[src/rtl/flash_mode_pkg.sv]
package flash_mode_pkg;

   localparam int REG_W   = 8;
   localparam int CTL_W   = 7;
   localparam int N_MODES = 7;

   typedef struct packed {
      logic swe;
      logic esu;
      logic psu;
      logic ev;
      logic pv;
      logic e;
      logic p;
   } ctl_bits_t;

   localparam int M_READ  = 0;
   localparam int M_ESU   = 1;
   localparam int M_PSU   = 2;
   localparam int M_EVFY  = 3;
   localparam int M_PVFY  = 4;
   localparam int M_ERASE = 5;
   localparam int M_PROG  = 6;

endpackage

[src/rtl/fmc_pin_sync.sv]
module fmc_pin_sync #(
   parameter int STAGES = 2
) (
   input  logic clk,
   input  logic pin_in,
   output logic pin_sync
);

   generate
      if (STAGES == 0) begin : g_direct
         assign pin_sync = pin_in;
      end else if (STAGES == 1) begin : g_one
         logic q;
         always_ff @(posedge clk) q <= pin_in;
         assign pin_sync = q;
      end else begin : g_chain
         logic [STAGES-1:0] q;
         always_ff @(posedge clk) q <= {q[STAGES-2:0], pin_in};
         assign pin_sync = q[STAGES-1];
      end
   endgenerate

endmodule

[src/rtl/fmc_ctl_reg.sv]
module fmc_ctl_reg
   import flash_mode_pkg::*;
(
   input  logic                 clk,
   input  logic                 rst_n,
   input  logic                 clear_req,
   input  logic                 pin_ok,
   input  logic                 wr_req,
   input  logic [CTL_W-1:0]     wr_bits,
   output ctl_bits_t            st
);

   ctl_bits_t wmask;
   ctl_bits_t st_nxt;

   always_comb begin
      wmask     = '0;
      wmask.swe = pin_ok;
      wmask.esu = pin_ok & st.swe;
      wmask.psu = pin_ok & st.swe;
      wmask.ev  = pin_ok & st.swe;
      wmask.pv  = pin_ok & st.swe;
      wmask.e   = pin_ok & st.swe & st.esu;
      wmask.p   = pin_ok & st.swe & st.psu;
   end

   always_comb begin
      st_nxt = st;
      if (clear_req || !pin_ok)
         st_nxt = '0;
      else if (wr_req)
         st_nxt = (st & ~wmask) | (ctl_bits_t'(wr_bits) & wmask);
   end

   always_ff @(posedge clk or negedge rst_n) begin
      if (!rst_n) st <= '0;
      else        st <= st_nxt;
   end

   assert_standby_clear_R2: assert property (@(posedge clk) disable iff (!rst_n)
      clear_req |=> (st == '0));

   assert_pin_low_clear_R7: assert property (@(posedge clk) disable iff (!rst_n)
      !pin_ok |=> (st == '0));

   assert_swe_needs_pin_R4: assert property (@(posedge clk) disable iff (!rst_n)
      $rose(st.swe) |-> $past(pin_ok));

   assert_setup_needs_swe_R5: assert property (@(posedge clk) disable iff (!rst_n)
      ($rose(st.esu) || $rose(st.psu) || $rose(st.ev) || $rose(st.pv)) |-> $past(st.swe && pin_ok));

   assert_erase_needs_esu_R6: assert property (@(posedge clk) disable iff (!rst_n)
      $rose(st.e) |-> $past(st.swe && st.esu));

   assert_prog_needs_psu_R6: assert property (@(posedge clk) disable iff (!rst_n)
      $rose(st.p) |-> $past(st.swe && st.psu));

endmodule

[src/rtl/fmc_mode_decode.sv]
module fmc_mode_decode
   import flash_mode_pkg::*;
(
   input  ctl_bits_t            st,
   output logic [N_MODES-1:0]   mode_oh,
   output logic                 inhibit
);

   logic act_p, act_e, vfy_p, vfy_e, set_p, set_e;

   assign act_p = st.swe & st.psu & st.p;
   assign act_e = st.swe & st.esu & st.e;
   assign vfy_p = st.swe & st.pv;
   assign vfy_e = st.swe & st.ev;
   assign set_p = st.swe & st.psu;
   assign set_e = st.swe & st.esu;

   always_comb begin
      mode_oh = '0;
      if      (act_p) mode_oh[M_PROG]  = 1'b1;
      else if (act_e) mode_oh[M_ERASE] = 1'b1;
      else if (vfy_p) mode_oh[M_PVFY]  = 1'b1;
      else if (vfy_e) mode_oh[M_EVFY]  = 1'b1;
      else if (set_p) mode_oh[M_PSU]   = 1'b1;
      else if (set_e) mode_oh[M_ESU]   = 1'b1;
      else            mode_oh[M_READ]  = 1'b1;
   end

   assign inhibit = st.swe & ~(mode_oh[M_PVFY] | mode_oh[M_EVFY]);

endmodule

[src/rtl/flash_mode_ctl.sv]
module flash_mode_ctl
   import flash_mode_pkg::*;
#(
   parameter int SYNC_STAGES = 2
) (
   input  logic        clk,
   input  logic        rst_n,
   input  logic        hw_standby,
   input  logic        sw_standby,
   input  logic        flash_en,
   input  logic        prot_pin,
   input  logic        wr_en,
   input  logic [7:0]  wr_data,
   output logic [7:0]  rd_data,
   output logic [6:0]  mode_onehot,
   output logic        read_inhibit
);

   generate
      if (SYNC_STAGES < 0 || SYNC_STAGES > 4) begin : g_bad_sync
         $error("SYNC_STAGES must lie in 0..4");
      end
   endgenerate

   logic      pin_s;
   ctl_bits_t st;
   logic      unused_status_bit;

   assign unused_status_bit = wr_data[REG_W-1];

   fmc_pin_sync #(.STAGES(SYNC_STAGES)) u_sync (
      .clk      (clk),
      .pin_in   (prot_pin),
      .pin_sync (pin_s)
   );

   fmc_ctl_reg u_reg (
      .clk       (clk),
      .rst_n     (rst_n),
      .clear_req (hw_standby | sw_standby),
      .pin_ok    (pin_s),
      .wr_req    (wr_en & flash_en),
      .wr_bits   (wr_data[CTL_W-1:0]),
      .st        (st)
   );

   fmc_mode_decode u_dec (
      .st      (st),
      .mode_oh (mode_onehot),
      .inhibit (read_inhibit)
   );

   assign rd_data = flash_en ? {pin_s, st} : '0;

   assert_disabled_write_R3: assert property (@(posedge clk) disable iff (!rst_n)
      (!flash_en && pin_s && !hw_standby && !sw_standby) |=> $stable(st));

   assert_mode_onehot_R8: assert property (@(posedge clk) disable iff (!rst_n)
      $countones(mode_onehot) == 1);

   assert_action_inhibits_R9: assert property (@(posedge clk) disable iff (!rst_n)
      (mode_onehot[M_PROG] || mode_onehot[M_ERASE]) |-> read_inhibit);

endmodule

[config.mk]
export PLATFORM = sky130hd
export DESIGN_NAME = flash_mode_ctl
export DESIGN_NICKNAME = d
export VERILOG_FILES = /design/src/rtl/flash_mode_pkg.sv /design/src/rtl/fmc_pin_sync.sv /design/src/rtl/fmc_ctl_reg.sv /design/src/rtl/fmc_mode_decode.sv /design/src/rtl/flash_mode_ctl.sv
export SDC_FILE = /design/constraint.sdc
export NUM_CORES = 1
export LEC_CHECK = 0
export ABC_AREA = 1
export ABC_CLOCK_PERIOD_IN_PS = 920
export BUFFER_PORTS_ARGS = -buffer_cell sky130_fd_sc_hd__buf_4
export CAP_MARGIN = 20
export CORE_MARGIN = 3
export CORE_UTILIZATION = 41
export CTS_CLUSTER_SIZE = 24
export DETAILED_ROUTE_END_ITERATION = 10
export GPL_TIMING_DRIVEN = 0
export PLACE_DENSITY_LB_ADDON = 0.05
export SETUP_SLACK_MARGIN = 0.15
export SLEW_MARGIN = 20
export SYNTH_ARGS = -nofsm -noshare
export SYNTH_HDL_FRONTEND = slang
export SYNTH_SLANG_ARGS = --single-unit
[constraint.sdc]
create_clock -name clk -period 0.92 [get_ports clk]
set_input_delay 0.092 -clock clk [delete_from_list [all_inputs] [get_ports clk]]
set_output_delay 0.092 -clock clk [all_outputs]
set_load 0.01 [all_outputs]
* Word level (Yosys, flattened, before mapping)
Cells that the tools add are included.
** Cells by class
- Muxes and demuxes :: 15
- Bitwise gates (word level) :: 18
- Reduce and logical (&&, ||, !) cells :: 3
** Operator list (number)
- bitwise AND 7 bit :: 2
- two-way mux 7 bit :: 2
- bitwise AND 1 bit :: 11
- two-way mux 8 bit :: 1
- two-way mux 1 bit :: 7
- inverter 7 bit :: 1
- bitwise OR 7 bit :: 1
- two-way mux 6 bit :: 1
- two-way mux 5 bit :: 1
- two-way mux 4 bit :: 1
- two-way mux 3 bit :: 1
- two-way mux 2 bit :: 1
- bitwise OR 1 bit :: 2
- nonzero test 2 bit :: 1
- logical NOT 1 bit :: 1
- logical OR 1 bit :: 1
- inverter 1 bit :: 1
** Word-level totals
- Bits in registers :: 9
- Input port bits :: 15
- Output and inout bits :: 16
- Logic and storage cells :: 44

* Logic depth before layout (Yosys ltp)
Gate-level depths: netlist of run 1.
- Word-level depth :: 10
- Gate-level depth with buffers :: 7

* Hierarchy
Synthesis of run 1 repeated with hierarchy kept, for this count alone.
** Second synthesis, totals
- Cell total of the unflattened synthesis :: 108
- Area total of the unflattened synthesis :: 696.9 um^2
** Modules (own cells, without submodules)
- fmc_ctl_reg :: times used 1, cells each 59, area each 424.2 um^2
- fmc_mode_decode :: times used 1, cells each 25, area each 142.6 um^2
- flash_mode_ctl :: times used 1, cells each 22, area each 90.1 um^2
- fmc_pin_sync :: times used 1, cells each 2, area each 40.0 um^2

* Worst setup path before layout of run 1
Ideal clock, no wire load.
- Path type :: reg-to-output
- Start point :: register, netlist name u_reg.st[6]
- End point :: output port read_inhibit
- Arrival time :: 0.953 ns
- Required time :: 0.828 ns
- Path slack :: -0.125 ns
- Stages on the path, launching flop included :: 8
- Path buffers :: 1
- Cells stage by stage :: dfrtp_1 -> buf_4 -> nand2_2 -> inv_2 -> nand2_4 -> nand2_4 -> nor2_2 -> nor2_2
** Between the ends
- Cells in the longest elaborated chain, start to end :: 8
** Ends and longest elaborated chain
- bitwise AND 1 bit :: RTL line fmc_mode_decode.sv:14 : assign vfy_e = st.swe & st.ev;
- two-way mux 1 bit :: RTL line fmc_mode_decode.sv:23 : else if (vfy_e) mode_oh[M_EVFY] = 1'b1;
- two-way mux 4 bit :: RTL line fmc_mode_decode.sv:22 : else if (vfy_p) mode_oh[M_PVFY] = 1'b1;
- two-way mux 5 bit :: RTL line fmc_mode_decode.sv:21 : else if (act_e) mode_oh[M_ERASE] = 1'b1;
- two-way mux 6 bit * :: RTL line fmc_mode_decode.sv:20 : if (act_p) mode_oh[M_PROG] = 1'b1;
- net mode_onehot[3] :: RTL line flash_mode_ctl.sv:15 : output logic [6:0] mode_onehot,
- bitwise OR 1 bit * :: RTL line fmc_mode_decode.sv:29 : assign inhibit = st.swe & ~(mode_oh[M_PVFY] | mode_oh[M_EVFY]);
- inverter 1 bit * :: RTL line fmc_mode_decode.sv:29
- bitwise AND 1 bit * :: RTL line fmc_mode_decode.sv:29
- to (decl) :: RTL line flash_mode_ctl.sv:16 : output logic read_inhibit
The timed path passes the listed nets; every way through them passes the cells marked *.

* Final worst setup path of run 1
- Start point :: register, netlist name u_reg.st[6]
- End point :: output port read_inhibit
** Between the ends
- Cells in the longest elaborated chain, start to end :: 8
** Ends and longest elaborated chain (RTL line)
- bitwise AND 1 bit :: fmc_mode_decode.sv:14
- two-way mux 1 bit :: fmc_mode_decode.sv:23
- two-way mux 4 bit :: fmc_mode_decode.sv:22
- two-way mux 5 bit :: fmc_mode_decode.sv:21
- two-way mux 6 bit :: fmc_mode_decode.sv:20
- bitwise OR 1 bit :: fmc_mode_decode.sv:29
- inverter 1 bit :: fmc_mode_decode.sv:29
- bitwise AND 1 bit * :: fmc_mode_decode.sv:29
Every way passes the cells marked *; elsewhere a longest branch is shown, timed or not.

==> flow_summary.ini, run 1 <==
[synthesis]
synthDistinctLibCells = 18
synth-seq-cells = 9
syn_area_per_cell_sq_um = 6.79
synth_area_leader_cell = dfrtp_1
ys_warn_count = 0
synth_nets = 116
yosysTopAreaCellShare_pct = 25.5
yosysSeqAreaShare_pct = 31.4
netlist_top_cells_area = dfrtp_1 (26%), nand2_1 (21%), nand3_1 (10%)
synthesis.area_sq_um = 686
postSynthCellCount = 101

[setup_path]
cp_num_cells = 8
criticalPathCategory = reg -> out
cp-end-kind = output port
crit_top_cell = nand2_4
worst-path-buf-inv = 3
cpLargestDelayFamily = flip-flops
r2r-end = u_reg.st[4]
worstSetupEndpoint = read_inhibit
slowest_stage = dfrtp_1
worstPathRequired_ps = 830
reg2reg_slack_ps = -330
worst_path_largest_cell_delay_ps = 370
rr_startpoint = u_reg.st[6]
path_max_fanout = 7
setup.worst_path.start = u_reg.st[6]
arrival_ps = 1310
rr_worst_depth = 8
worstPathCellList = buf_6, nand2_4, inv_4, nand2_4, nand2_4, nor2_4, nor2_4, buf_6
critPathLaunchType = flop

[die]
initial_core_util_pct = 44.5
die_w_microns = 46.9
fp.dieH_microns = 46.9
std_cell_rows = 14
coreArea_sq_mm = 0.00154
ioPinCount = 31
die_area_sq_mm = 0.00220

[grt]
grt_pass1_wl_mm = 3.15
grt_max_degree = 11
antenna_found_initial = 0
grt_pass1_vias = 710
gr-total-overflow = 0
track_usage_pct = 20.8

[clock_network]
cts-htree-levels = 1
cts_made_buffers = 3
clkTransAtPathRegs_ps = 70
cts.sinks = 9
insertion_delay_ps = 270
cts_tree = done
cts_max_path_buffers = 2
ctsRootBufferMaster = clkbuf_4

[timing]
fin_skew_ps = 8.31
final.period_utilization_pct = 153
slew_violations = 0
slew_headroom_pct = 83.3
finalHoldViolCount = 0
fmax_mhz = 711
period_needed_ps = 1410
rsz0062_at_grt = yes
tightest_slew_ps = 251
fin_ws_ps = -486
setup_viol = 23

[run_status]
failed_checks = negative setup slack
status = complete, but fails checks

[drt]
wl_per_cell_microns = 12.7
ant_nets = 0
num_vias = 832
wl_mm = 2.13
drt_iter0_drc = 10
vias_per_cell = 4.95
drtPass1Iterations = 4
drc = 0

[place]
post_dp_cell_area_sq_um = 948
dp.final_hpwl_mm = 1.29
gp_congestion = 0.823
port_buffers = 28
dpl.cell_count = 145

[cells_and_area]
finalInstanceArea_sq_mm = 0.00126
area_delta_synth_final_pct = 83.9
final_util_pct = 81.8
instances_no_fill = 168
nets = 168
n_antenna_cell = 0
drive_gt1_share_pct = 61.2

[power_and_ir_drop]
p_sw_share_pct = 25.3
cellPowerDensity_mw_per_mm2 = 678
switching_power_uw = 217
power_leakage_uw = 0.000779
peakVddDrop_uv = 831
p_clk_share_pct = 36.9
intPower_uw = 639
power_frac_comb_pct = 16.2
pwr-share-seq_pct = 46.8

[flow_run]
maxCapViolations = 0

[hold_path]
min_path_type = in -> reg
-- what timing repair did --
| item | 4_1_cts | 5_1_grt |
|---|---|---|
| setup buffers | 13 | 4 |
| resized for setup | 29 | 13 |
| endpoints found under the setup margin | 23 | 23 |
| hold buffers | 2 | 0 |
| endpoints found under the hold margin | 8 | 0 |
| pin swaps | 3 | 8 |
-- Yosys cell counts (all sizes together) --
| cell | count |
|---|---|
| nor2 | 6 |
| nor4 | 1 |
| nand3 | 17 |
| dfrtp | 7 |
| nand4 | 3 |
| buf | 5 |
| inv | 15 |
| nand2 | 44 |
| dfxtp | 2 |
| o21ai | 1 |
-- stage by stage --
step | power (uW) | hold WS (ps) | TNS [ps] | setup WS, ps
final | 855 | 101 | -7410 | -486
after global routing | 900 | 118 | -8620 | -553
after CTS | 856 | 86.7 | -6800 | -466
after detailed placement | 513 | -87.6 | -1770 | -244
after global placement | 512 | -90.3 | -1540 | -214
after floorplan | 454 | -204 | -395 | -75.6
-- cell usage in the layout, fill, tap and decap left out --
master,instances
buf_4,33
nand2_1,28
buf_6,15
nand3_1,10
nand2_4,8
inv_1,8
nand2_2,8
inv_2,6
nand3_2,4
dfrtp_2,4
nand3_4,3
nand4_1,3
clkbuf_4,3
dfrtp_1,3
nor2_4,2
nor2_1,2
nor2_2,2
dlygate4sd3_1,2
inv_4,1
buf_8,1
nor4_4,1
buf_2,1
o21ai_1,1
clkbuf_1,1
dfxtp_1,1
dfxtp_4,1
-- cell families after synthesis --
kind of cell | share of synthesized area (%)
buffers and inverters | 14.4
and+or+nand+nor | 53.5
AOI/OAI and AO/OA | 0.729
DFF | 31.4
-- cell type report --
class,count,area [sq um]
Buffer,5,50.0
Clock buffer,4,26.3
Fill cell,104,280
Inverter,15,58.8
Multi-Input combinational cell,72,475
Sequential cell,9,224
Tap cell,16,20.0
Timing Repair Buffer,47,407
-- how the worst min path moves through the flow --
| stage | startpoint | end | slack (ps) | depth (start not counted) |
|---|---|---|---|---|
| global placement | rst_n | u_reg.st[0] | -90 | 1 |
| global route | wr_data[6] | u_reg.st[6] | 120 | 3 |
| detailed placement | rst_n | u_reg.st[0] | -90 | 1 |
| finish | wr_data[6] | u_reg.st[6] | 100 | 3 |
| CTS | wr_data[6] | u_reg.st[6] | 90 | 3 |
| floorplan | rst_n | u_reg.st[0] | -200 | 0 |
-- worst reg2reg max path, stage by stage, from the launching register on --
cell and delay (ps):
dfrtp_1 370, buf_6 150, buf_8 140, buf_6 110, buf_6 120, nand3_2 50
nand2_1 50, nand3_1 70, nand2_1 60
-- metal layers --
| metal | part of all wire [%] | wire, microns | track usage (%) |
|---|---|---|---|
| met1 | 38 | 816 | 24.7 |
| met2 | 55 | 1170 | 35.2 |
| met3 | 4.6 | 98 | 3.45 |
| met4 | 2.0 | 42 | 11.6 |
| met5 | 0 | 0 | 0 |
-- flip-flops by register name, indices dropped and copies added (netlist names) --
register	flops
u_sync.g_chain.q	2
u_reg.st	7
-- power by group through the flow --
stage	registers [uW]	clock network (uW)	logic, uW
final	401	316	139
after global routing	401	348	150
after CTS	401	321	134
after detailed placement	412	0	101
after global placement	412	0	100
after floorplan	412	0	42.5
(Power assumes the default switching activity.)
==> run 2, diff against run 1 <==
SKIP_CTS_REPAIR_TIMING = 1   (was default)
==> run 2 against run 1 <==
Effect of this change:
- flip-flop and latch count is the same
- largest power group unchanged
- critical path type unchanged
- the run still ends with negative setup slack left
- global-route usage shrank 3.3 points
- first-iteration DRC count shrank 40%
- register-to-register slack gained 110 ps
- final area shrank 2.8%
==> flow_summary.ini, run 2 (synthesis results as in run 1) <==
[grt]
grt_pass1_vias = 628
use_met3_pct = 3.45
met1_usage_pct = 20.5
track_usage_pct = 17.5
gr-total-overflow = 0
use_met2_pct = 28.7
grt_pass1_wl_mm = 2.68
antenna_found_initial = 0
grt_max_degree = 11
busiest_layer = met2

[setup_path]
rr_startpoint = u_reg.st[6]
worstPathRequired_ps = 830
path_max_fanout = 8
critPathLaunchType = flop
cp-end-kind = output port
arrival_ps = 1300
criticalPathCategory = reg -> out
r2r-end = u_reg.st[4]
reg2reg_slack_ps = -220
rr_worst_depth = 7

[drt]
drt_iter0_drc = 6
ant_nets = 0
wl_per_cell_microns = 11.4
wl_mm = 1.84
drc = 0
drtPass1Iterations = 4
vias_per_cell = 4.98
num_vias = 802

[clock_network]
ctsRootBufferMaster = clkbuf_4
cts-htree-levels = 1
cts_made_buffers = 3
cts.sinks = 9
clkTransAtPathRegs_ps = 60
cts_tree = done
insertion_delay_ps = 260
cts_max_path_buffers = 2

[cells_and_area]
largest_reg_flops = 7
area_delta_synth_final_pct = 78.8
final_cell_mix = nand2_1 (27), buf_4 (25), buf_6 (15)
nets = 161
largest_register = u_reg.st
drive_gt1_share_pct = 62.8
largestRegisters = u_reg.st x7, u_sync.g_chain.q x2
final_util_pct = 79.5
layout_commonest_cell = nand2_1
n_antenna_cell = 0
finalInstanceArea_sq_mm = 0.00123

[hold_path]
min_path_type = in -> reg
worstHoldStart = wr_data[6]
min_path_cells = 3
hold_end = u_reg.st[6]

[power_and_ir_drop]
cellPowerDensity_mw_per_mm2 = 692
intPower_uw = 642
power_frac_comb_pct = 16.8
p_clk_share_pct = 36.0
peakVddDrop_uv = 864
p_sw_share_pct = 24.4
power_leakage_uw = 0.000709
switching_power_uw = 207
pwr-share-seq_pct = 47.3

[timing]
setup_viol = 22
fin_ws_ps = -474
final.period_utilization_pct = 152
slew_headroom_pct = 85.0
slew_violations = 0
finalHoldViolCount = 0
fin_skew_ps = 4.44
tightest_slew_ps = 226
period_needed_ps = 1390
fmax_mhz = 717
rsz0062_at_grt = yes

[run_status]
failed_checks = negative setup slack
status = complete, but fails checks

[flow_run]
maxCapViolations = 0

[die]
die_area_sq_mm = 0.00220
fp.dieH_microns = 46.9
std_cell_rows = 14
coreArea_sq_mm = 0.00154
ioPinCount = 31
initial_core_util_pct = 44.5
die_w_microns = 46.9

[place]
dp.final_hpwl_mm = 1.29
gp_congestion = 0.823
post_dp_cell_area_sq_um = 948
port_buffers = 28
==> run 2: cell count changes in the layout (fill, tap and decap cells not counted), sizes merged <==
cell  change
buf       -7
==> run 2: worst max-delay path by stage <==
stage | from | to | slack [ps] | depth (start not counted)
after detailed placement | u_reg.st[6] | read_inhibit | -240 | 6
after floorplan | u_reg.st[6] | read_inhibit | -80 | 7
after CTS | u_reg.st[6] | read_inhibit | -540 | 6
final | u_reg.st[6] | read_inhibit | -470 | 8
after global placement | u_reg.st[6] | read_inhibit | -210 | 6
after global routing | u_reg.st[6] | mode_onehot[1] | -560 | 5
==> run 2: cell type report <==
class                   count  area, sq um
flip-flops and latches      9          226
clock buffers               4         26.3
well taps                  16         20.0
inverters                  15         63.8
plain buffers               5         50.0
repair buffers             40          367
fillers                   116          315
multi-input cells          72          473
==> run 2: metal layers <==
metal / vias to the layer above / share of wire [%] / wire, microns
met5: - / 0 / 0
met4: 0 / 2.3 / 42
met3: 5 / 6.4 / 117
met2: 25 / 51 / 935
met1: 371 / 41 / 747
li1: 401 / - / -
==> run 2: power by group through the flow <==
| stage | sequential (uW) | combinational [uW] | clock [uW] |
|---|---|---|---|
| 3_3_place_gp | 412 | 100 | 0 |
| 5_1_grt | 401 | 154 | 354 |
| 6_report | 401 | 142 | 305 |
| 4_1_cts | 404 | 102 | 321 |
| 3_5_place_dp | 412 | 101 | 0 |
| 2_1_floorplan | 412 | 42.5 | 0 |
==> run 2: through the flow <==
step                      total power (uW)  worst slack (ps)  hold slack, ps  TNS [ps]  instances
after floorplan                        454             -75.6            -204      -395        101
after global placement                 512              -214           -90.3     -1540        145
after detailed placement               513              -244           -87.6     -1770        145
after CTS                              827              -541            -377     -5620        149
after global routing                   909              -563             113     -7350        161
final                                  849              -474            92.5     -5800        161
==> run 2: worst max-delay path: stages (launching register included) <==
cell and delay [ps]:
dfrtp_1 370, buf_6 150, nand2_4 70, inv_4 40
nand2_4 80, nand2_4 60, nor2_4 110, nor2_4 40
buf_6 110
==> run 3, diff against run 2 <==
ABC_CLOCK_PERIOD_IN_PS = 1300   (was 920)
CORE_UTILIZATION = 45   (was 41)
clock period = 1.3 ns   (was 0.92 ns; I/O delays follow)
==> run 3 against run 2 <==
Effect of this change:
- the flow still finishes with violations (negative setup slack)
- global-route usage up 0.76 points
- core utilization grew 0.95 points
- clock power fell by 28%
- combinational power decreased by 41%
- cell count down 1.9%
- register-to-register slack gained 370 ps
- sequential power shrank 28%
- sequential share of layout area grew 1.6 points
- hold slack improved by 22 ps
- first-iteration DRC count up 50%
- die area down 7.8%
- flip-flop and latch count is the same
- highest routed layer unchanged
==> flow_summary.ini, run 3 (synthesis results as in run 1) <==
[timing]
slew_violations = 0
final.period_utilization_pct = 111
rsz0062_at_grt = yes
finalHoldViolCount = 0
setup_viol = 8
slew_headroom_pct = 86.1
fin_skew_ps = 0.577
tightest_slew_ps = 206
period_needed_ps = 1450
fin_ws_ps = -148
fmax_mhz = 690

[drt]
drtPass1Iterations = 7
drc = 0
drt_iter0_drc = 9
wl_per_cell_microns = 11.6
num_vias = 770
vias_per_cell = 4.87
ant_nets = 0
wl_mm = 1.83

[place]
post_dp_cell_area_sq_um = 915
port_buffers = 28
dp.final_hpwl_mm = 1.25
post-place-ws_ps = 70.9
dpl.cell_count = 144
gp_congestion = 0.835

[grt]
grt_max_degree = 11
track_usage_pct = 18.3
grt_pass1_wl_mm = 2.72
grt_pass1_vias = 627
antenna_found_initial = 0
gr-total-overflow = 0

[setup_path]
worstPathRequired_ps = 1170
path_max_fanout = 7
rr_startpoint = u_reg.st[6]
critPathLaunchType = flop
criticalPathCategory = reg -> out
cp-end-kind = output port
arrival_ps = 1320
setup.worst_path.start = u_reg.st[6]

[cells_and_area]
fill_cells = 104
instances_no_fill = 158
drive_gt1_share_pct = 51.0
nets = 159
final_util_pct = 80.5
largestRegisters = u_reg.st x7, u_sync.g_chain.q x2
largest_register = u_reg.st
finalInstanceArea_sq_mm = 0.00110
area_delta_synth_final_pct = 60.4
final_cell_mix = buf_4 (35), nand2_1 (33), inv_1 (11), nand3_1 (11), nand2_2 (6)
n_antenna_cell = 0
largest_reg_flops = 7
layout_commonest_cell = buf_4

[power_and_ir_drop]
peakVddDrop_uv = 591
p_clk_share_pct = 37.4
power_frac_comb_pct = 14.1
pwr-share-seq_pct = 48.5
p_sw_share_pct = 24.6
power_leakage_uw = 0.000699
switching_power_uw = 145
cellPowerDensity_mw_per_mm2 = 538
intPower_uw = 446

[die]
die_w_microns = 45.0
initial_core_util_pct = 50.2
fp.dieH_microns = 45.0
coreArea_sq_mm = 0.00137
std_cell_rows = 13
ioPinCount = 31
die_area_sq_mm = 0.00203

[clock_network]
clkTransAtPathRegs_ps = 60
cts_tree = done
cts-htree-levels = 1
cts_made_buffers = 3
ctsRootBufferMaster = clkbuf_4
cts.sinks = 9
insertion_delay_ps = 260
cts_max_path_buffers = 2

[flow_run]
maxCapViolations = 0

[run_status]
failed_checks = negative setup slack
status = complete, but fails checks

[hold_path]
worstHoldStart = wr_data[6]
min_path_type = in -> reg
## run 3: changes by cell type in the layout (fill, tap and decap cells not counted), moves of 2 or more
cell     change
nand2_4      -2
buf_4       +10
buf_6       -12
nand2_1      +6
nand2_2      -4
dfrtp_1      +3
inv_2        -3
inv_4        -2
dfrtp_2      -3
inv_1        +5
## run 3: metrics by stage
step	setup TNS, ps	hold slack [ps]	total power (uW)
4_1_cts	-1140	-342	587
3_3_place_gp	0	-53.1	361
2_1_floorplan	0	-166	320
6_report	-682	114	591
5_1_grt	-1380	160	619
3_5_place_dp	0	-52.6	362
## run 3: path summary, 6_finish.rpt
check,cells past startpoint,endpoint,slack (ps)
worst max-delay path,5,mode_onehot[1],-150
worst min-delay path,3,u_reg.st[6],110
worst max register to register,7,u_reg.st[4],150
worst min register to register,0,u_sync.g_chain.q[1],330
max in group asynchronous,2,u_reg.st[4],950
min in group asynchronous,2,u_reg.st[1],220
## run 3: critical path, stage by stage, from the launching register on
cell,delay [ps]
dfrtp_1,370
buf_6,140
nand2_2,90
nand2_2,70
nor4_2,220
buf_4,160
## run 3: power by group through the flow
| stage | combinational (uW) | sequential (uW) | clock, uW |
|---|---|---|---|
| floorplan | 29.3 | 291 | 0 |
| global placement | 70.0 | 291 | 0 |
| detailed placement | 71.2 | 291 | 0 |
| CTS | 71.4 | 286 | 230 |
| global route | 91.6 | 287 | 240 |
| finish | 83.5 | 287 | 221 |
## run 3: layer usage
| layer | wire [microns] | share of wire [%] | track usage [%] | vias to the layer above |
|---|---|---|---|---|
| li1 | - | - | - | 396 |
| met1 | 759 | 42 | 21.7 | 343 |
| met2 | 931 | 51 | 31.1 | 29 |
| met3 | 113 | 6.2 | 2.39 | 2 |
| met4 | 21 | 1.2 | 10.5 | 0 |
| met5 | 0 | 0 | 0 | - |
## run 3: layout make-up
class | count | area (sq um) | share of cell area (%)
plain buffers | 5 | 50.0 | 4.55
clock buffers | 4 | 26.3 | 2.39
inverters | 15 | 58.8 | 5.35
multi-input cells | 72 | 419 | 38.1
flip-flops and latches | 9 | 220 | 20.0
well taps | 15 | 18.8 | 1.71
repair buffers | 38 | 307 | 27.9
